**src/rtl/pc_pkg.sv**
```systemverilog
package pc_pkg;
  localparam int unsigned STAGES = 3;

  typedef enum logic {TAP_SLOW = 1'b0, TAP_FAST = 1'b1} tap_e;

  function automatic int unsigned cnt_w(input int unsigned div);
    return (div <= 2) ? 1 : $clog2(div);
  endfunction
endpackage

```
**src/rtl/pc_stage.sv**
```systemverilog
module pc_stage #(
  parameter int unsigned DIV = 4
) (
  input  logic clk,
  input  logic rst,
  input  logic clr,
  input  logic adv,
  output logic wrap_o
);
  localparam int unsigned CW = pc_pkg::cnt_w(DIV);
  localparam logic [CW-1:0] LAST = CW'(DIV - 1);

  logic [CW-1:0] cnt;

  assign wrap_o = adv && !clr && (cnt == LAST);

  always_ff @(posedge clk) begin
    if (rst || clr) cnt <= '0;
    else if (adv)   cnt <= (cnt == LAST) ? '0 : cnt + 1'b1;
  end

  // a wrap returns the stage to zero
  p_wrap_restart_r1: assert property (@(posedge clk) disable iff (rst)
    wrap_o |=> (cnt == '0));

  // a clear leaves the stage at zero
  p_clear_hold_r5: assert property (@(posedge clk) disable iff (rst)
    clr |=> (cnt == '0));
endmodule

```
**src/rtl/pc_irq_out.sv**
```systemverilog
module pc_irq_out (
  input  logic clk,
  input  logic rst,
  input  logic pulse_i,
  input  logic clkout_i,
  output logic irq_o
);
  logic irq_q;
  logic co_q;

  always_ff @(posedge clk) begin
    if (rst) begin
      irq_q <= 1'b0;
      co_q  <= 1'b0;
    end else begin
      irq_q <= pulse_i;
      co_q  <= clkout_i;
    end
  end

  assign irq_o = co_q ? clk : irq_q;

  // the pin mode follows the enable one edge later
  p_mode_follow_r8: assert property (@(posedge clk) disable iff (rst)
    clkout_i |=> co_q);
endmodule

```
**src/rtl/prescale_chain.sv**
```systemverilog
module prescale_chain #(
  parameter int unsigned PRE_DIV = 4,
  parameter int unsigned MID_DIV = 8192,
  parameter int unsigned TOP_DIV = 32
) (
  input  logic clk,
  input  logic rst,
  input  logic stop_i,
  input  logic fast_i,
  input  logic clkout_i,
  output logic tick_o,
  output logic irq_o
);
  import pc_pkg::*;

  localparam int unsigned DIVS [STAGES] = '{PRE_DIV, MID_DIV, TOP_DIV};
  localparam int unsigned FAST_TAP = STAGES - 2;
  localparam int unsigned SLOW_TAP = STAGES - 1;

  logic [STAGES-1:0] wrap;
  tap_e tap;
  logic tick_pre;
  logic tick_q;

  for (genvar g = 0; g < STAGES; g++) begin : g_stage
    if (g == 0) begin : g_free
      pc_stage #(.DIV(DIVS[g])) u_div (
        .clk(clk), .rst(rst), .clr(1'b0), .adv(1'b1), .wrap_o(wrap[g]));
    end else begin : g_held
      pc_stage #(.DIV(DIVS[g])) u_div (
        .clk(clk), .rst(rst), .clr(stop_i), .adv(wrap[g-1]), .wrap_o(wrap[g]));
    end
  end

  assign tap = fast_i ? TAP_FAST : TAP_SLOW;

  always_comb begin
    tick_pre = (tap == TAP_FAST) ? wrap[FAST_TAP] : wrap[SLOW_TAP];
  end

  always_ff @(posedge clk) begin
    if (rst) tick_q <= 1'b0;
    else     tick_q <= tick_pre;
  end

  assign tick_o = tick_q;

  pc_irq_out u_irq (
    .clk(clk), .rst(rst), .pulse_i(tick_pre), .clkout_i(clkout_i), .irq_o(irq_o));

  // the strobe is one cycle wide
  p_one_wide_r2: assert property (@(posedge clk) disable iff (rst)
    tick_o |=> !tick_o);

  // no strobe follows an edge with stop high
  p_stop_silent_r5: assert property (@(posedge clk) disable iff (rst)
    stop_i |=> !tick_o);

  // with the pin in pulse mode, the pulse coincides with the strobe
  p_irq_coincident_r7: assert property (@(posedge clk) disable iff (rst)
    (!clkout_i && $stable(clkout_i)) |-> (irq_o == tick_o));
endmodule

```
**config.mk**
```make
export PLATFORM = sky130hd
export DESIGN_NAME = prescale_chain
export DESIGN_NICKNAME = d
export VERILOG_FILES = /design/src/rtl/pc_pkg.sv /design/src/rtl/pc_stage.sv /design/src/rtl/pc_irq_out.sv /design/src/rtl/prescale_chain.sv
export SDC_FILE = /design/constraint.sdc
export NUM_CORES = 1
export LEC_CHECK = 0
export BUFFER_PORTS_ARGS = -buffer_cell sky130_fd_sc_hd__clkbuf_2
export CORE_AREA = 2 2 48 50
export DETAILED_ROUTE_END_ITERATION = 8
export DIE_AREA = 0 0 50 52
export GPL_ROUTABILITY_DRIVEN = 0
export PLACE_DENSITY = 0.69
export SLEW_MARGIN = 20
export SYNTH_ARGS = -nofsm -noshare
export SYNTH_HDL_FRONTEND = slang
export SYNTH_SLANG_ARGS = --single-unit
```
**constraint.sdc**
```tcl
create_clock -name clk -period 2 [get_ports clk]
set_input_delay 0.3 -clock clk [delete_from_list [all_inputs] [get_ports clk]]
set_output_delay 0.3 -clock clk [all_outputs]
set_load 0.01 [all_outputs]
```
## Word level (Yosys, flattened, before mapping)

Cells that the tools add are included.

| storage, ports and cells | value |
|---|---|
| bits in registers | 22 |
| word-level logic and storage cells | 23 |

| operators by class | value |
|---|---|
| reduce and logical (&&, ||, !) cells | 7 |
| muxes and demuxes | 5 |
| add/subtract/negate cells | 3 |
| equal/unequal tests | 3 |

Operators with widths:

| kind | number |
|---|---|
| $add 13x1->13 const B | 1 |
| $eq 13x13->1 const B | 1 |
| $mux 13 | 1 |
| $add 5x1->5 const B | 1 |
| $eq 5x5->1 const B | 1 |
| $mux 5 | 1 |
| $logic_and 1x1->1 | 4 |
| $mux 1 | 3 |
| $add 2x1->2 const B | 1 |
| $eq 2x2->1 const B | 1 |
| $reduce_or 2->1 | 1 |
| $logic_not 1->1 | 1 |
| $logic_or 1x1->1 | 1 |

## Depth between registers and ports, before layout

| logic depth | value |
|---|---|
| depth after elaboration | 6 |
| mapped depth | 7 |
| depth with buffers taken out | 6 |

## Modules after synthesis

From an unflattened synthesis, not the netlist that was laid out.

| unflattened totals | value |
|---|---|
| cell total of the unflattened synthesis | 111 |
| area, all modules | 1081.0 um^2 |

Modules (own cells, without submodules):

| module | seq. area each (um^2) | area each (um^2) | times used | cells an instance |
|---|---|---|---|---|
| pc_stage (g_stage[1].g_held.u_div) | 260.2 | 611.8 | 1 | 67 |
| pc_stage (g_stage[2].g_held.u_div) | 100.1 | 241.5 | 1 | 25 |
| pc_stage (g_stage[0].g_free.u_div) | 40.0 | 103.8 | 1 | 9 |
| pc_irq_out | 40.0 | 67.6 | 1 | 5 |
| prescale_chain | 20.0 | 56.3 | 1 | 5 |

==> flow_metrics.py <==
metrics = {
    "run_status": {
        "status": "completed",
    },
    "power": {
        "leakage_uw": 0.0004492,
        "p_total_uw": 822.2,
        "ir_drop_mv": 0.4096,
        "power_density_nw_per_um2": 685.2,
    },
    "finish": {
        "diodes": 0,
        "final_cell_mix": "dfxtp_1, nor2_1, buf_4, xor2_1",
        "final_util_pct": 56.98,
        "drive_gt1_share_pct": 25.40,
        "final_nets": 136,
        "final_area_sq_um": 1200,
        "final_common_cell": "dfxtp_1",
        "n_fill_cell": 196,
        "syn_to_final_growth_pct": 18.39,
    },
    "setup_path": {
        "worstSetupEndpointType": "flip-flop",
        "crit_required_ps": 2350,
        "cp_max_fo": 5,
        "arrival_ps": 2290,
        "worstSetupPathType": "flip-flop to flip-flop",
        "r2r_end": "g_stage[2].g_held.u_div.cnt[2]$_SDFFE_PP0P_",
        "start_kind": "flip-flop",
        "timing.rr.start": "g_stage[0].g_free.u_div.cnt[0]$_SDFF_PP0_",
        "regToRegSetupSlack_ps": 60,
        "reg2reg_depth": 5,
    },
    "synth": {
        "ys_warn_count": 0,
        "async_reset_ff_share_pct": 0,
        "syn_area_per_cell_sq_um": 9.384,
        "syn-num-nets": 117,
        "mappedNetlistArea_sq_um": 1013,
        "synth_edf_count": 0,
        "yosysSeqAreaShare_pct": 43.46,
        "yosys_register_bits": 22,
        "synth.distinct_cells": 32,
        "ys.flop_type": "dfxtp_1",
        "syn_inst": 108,
    },
    "drt": {
        "dr.first_iter.drc_count": 17,
        "post_drt_wl_per_cell_um": 13.14,
        "finalWirelength_um": 2024,
        "vias": 845,
        "via_per_inst": 5.487,
        "drt.antenna.violating_nets": 0,
        "drt_first_pass_iters": 4,
        "drc": 0,
    },
    "timing": {
        "worstMarginPinSlew_ps": 304.1,
        "period_share_pct": 96.77,
        "slew_violations": 0,
        "setup_viol": 0,
        "tns_ps": 0,
        "rsz0062_at_grt": "false",
        "period_minus_slack_ps": 1935,
        "fmax_ghz": 0.5167,
        "relSlewSlack_pct": 79.47,
        "hold_viol": 0,
        "fin_skew_ps": 6.088,
    },
    "global_route": {
        "grt_max_degree": 13,
        "antenna_found_initial": 0,
        "grt-ovfl-total": 0,
        "grt_usage_pct": 18.29,
        "grt_pass1_wl_um": 3443,
        "grt_pass1_vias": 818,
    },
    "hold_path": {
        "min-delay-start": "rst",
        "min_to": "u_irq.co_q$_SDFF_PP0_",
        "whs_path_depth": 2,
        "hp-class": "input port to flip-flop",
    },
    "die": {
        "die-area_sq_um": 2600,
        "start_util_pct": 48.13,
        "die_height_um": 52,
        "coreArea_sq_um": 2106,
        "pin_count": 7,
        "die_w_um": 50,
        "row_count": 17,
    },
    "placement": {
        "place_area_sq_um": 1116,
        "port_buffers": 6,
        "hpwl_um": 1424,
    },
    "clock_network": {
        "clkTransAtPathRegs_ps": 120,
        "worstSkewPairLatency_ps": 420,
        "cts_tree": "built",
    },
    "flow_run": {
        "max_cap_violations": 0,
    },
}
[worst max path at each step]
stage	startpoint	endpoint	slack [ps]	cells after the start
6_report	g_stage[0].g_free.u_div.cnt[0]$_SDFF_PP0_	g_stage[2].g_held.u_div.cnt[2]$_SDFFE_PP0P_	60	5
5_1_grt	g_stage[0].g_free.u_div.cnt[0]$_SDFF_PP0_	g_stage[2].g_held.u_div.cnt[2]$_SDFFE_PP0P_	8	5
4_1_cts	g_stage[1].g_held.u_div.cnt[0]$_SDFFE_PP0N_	g_stage[2].g_held.u_div.cnt[2]$_SDFFE_PP0P_	0.05	5
3_5_place_dp	g_stage[1].g_held.u_div.cnt[0]$_SDFFE_PP0N_	g_stage[2].g_held.u_div.cnt[3]$_SDFFE_PP0P_	20	5
3_3_place_gp	g_stage[1].g_held.u_div.cnt[0]$_SDFFE_PP0N_	g_stage[2].g_held.u_div.cnt[3]$_SDFFE_PP0P_	100	5
2_1_floorplan	g_stage[1].g_held.u_div.cnt[0]$_SDFFE_PP0N_	g_stage[2].g_held.u_div.cnt[3]$_SDFFE_PP0P_	80	5
[repair_timing]
item                       CTS  global route
setup buffers                0             1
setup endpoints to repair    2             2
gates resized for setup      1             4
hold buffers                 0             0
pin swaps                    0             0
hold endpoints to repair     0             0
[area by class of cell]
class	count	area, sq um	share of cell area, %
Timing Repair Buffer	14	92.59	7.716
Inverter	1	3.754	0.3128
Multi-Input combinational cell	81	561.8	46.82
Tap cell	28	35.03	2.920
Sequential cell	22	442.9	36.91
Clock buffer	8	63.81	5.318
[worst max-delay path, stage by stage (launching register included)]
cell     delay (ps)
dfxtp_1         370
ha_2            210
nand4_4          70
or4_4           570
or4b_1          490
a21oi_1         160
[power by group]
group,leakage (uW),internal [uW],switching [uW]
clock,0.0000444,185,154
sequential,0.000179,445,3.59
combinational,0.000226,16.9,17.4
total,0.000449,647,175
[layer usage]
metal | GRT usage (%) | part of all wire, %
met1 | 21.76 | 47
met2 | 27.19 | 47
met3 | 4.310 | 2.3
met4 | 16.67 | 3.4
met5 | 0 | 0
[registers in the layout (all words and copies together), names as in the netlist]
register / cells
u_irq.co_q: 1
g_stage.g_held.u_div.cnt: 18
u_irq.irq_q: 1
g_stage.g_free.u_div.cnt: 2
[kinds of logic (layout without fill, tap and decap cells)]
logic type,count (synthesis),in the layout,synth area share (%)
mux,4,4,4.197
simple gates,51,51,29.01
compound gates,11,11,6.296
xor+xnor,11,11,9.506
flops,22,22,43.46
fa+ha+maj,4,4,4.938
buf+inv,5,23,2.592
[per-stage QoR]
stage	hold slack (ps)	setup WS [ps]	std cells
6_report	92.58	64.51	154
3_5_place_dp	434.4	17.99	146
3_3_place_gp	407.2	98.54	146
5_1_grt	91.34	8.219	154
4_1_cts	81.92	0.05462	153
2_1_floorplan	371.6	78.49	108
[synth_stat cells, types with 2 or more instances]
master    number  area [sq um]
clkbuf_1       2         7.510
xor2_1         7         61.31
dfxtp_1       22         440.4
a21oi_1        3         15.01
or4_1          2         15.01
and4_1         2         17.52
ha_1           4         50.05
nand2b_1       3         18.77
o21ai_0        4         20.02
nor2_1        17         63.81
mux2_2         2         22.52
mux2i_1        2         20.02
buf_4          2         15.01
nor3_1         4         20.02
nand4_1        3         18.77
xnor2_1        4         35.03
nand2_1        4         15.01
nand3_1        5         25.02
and3_1         3         18.77
No activity file was read; power rests on OpenSTA's default activity.
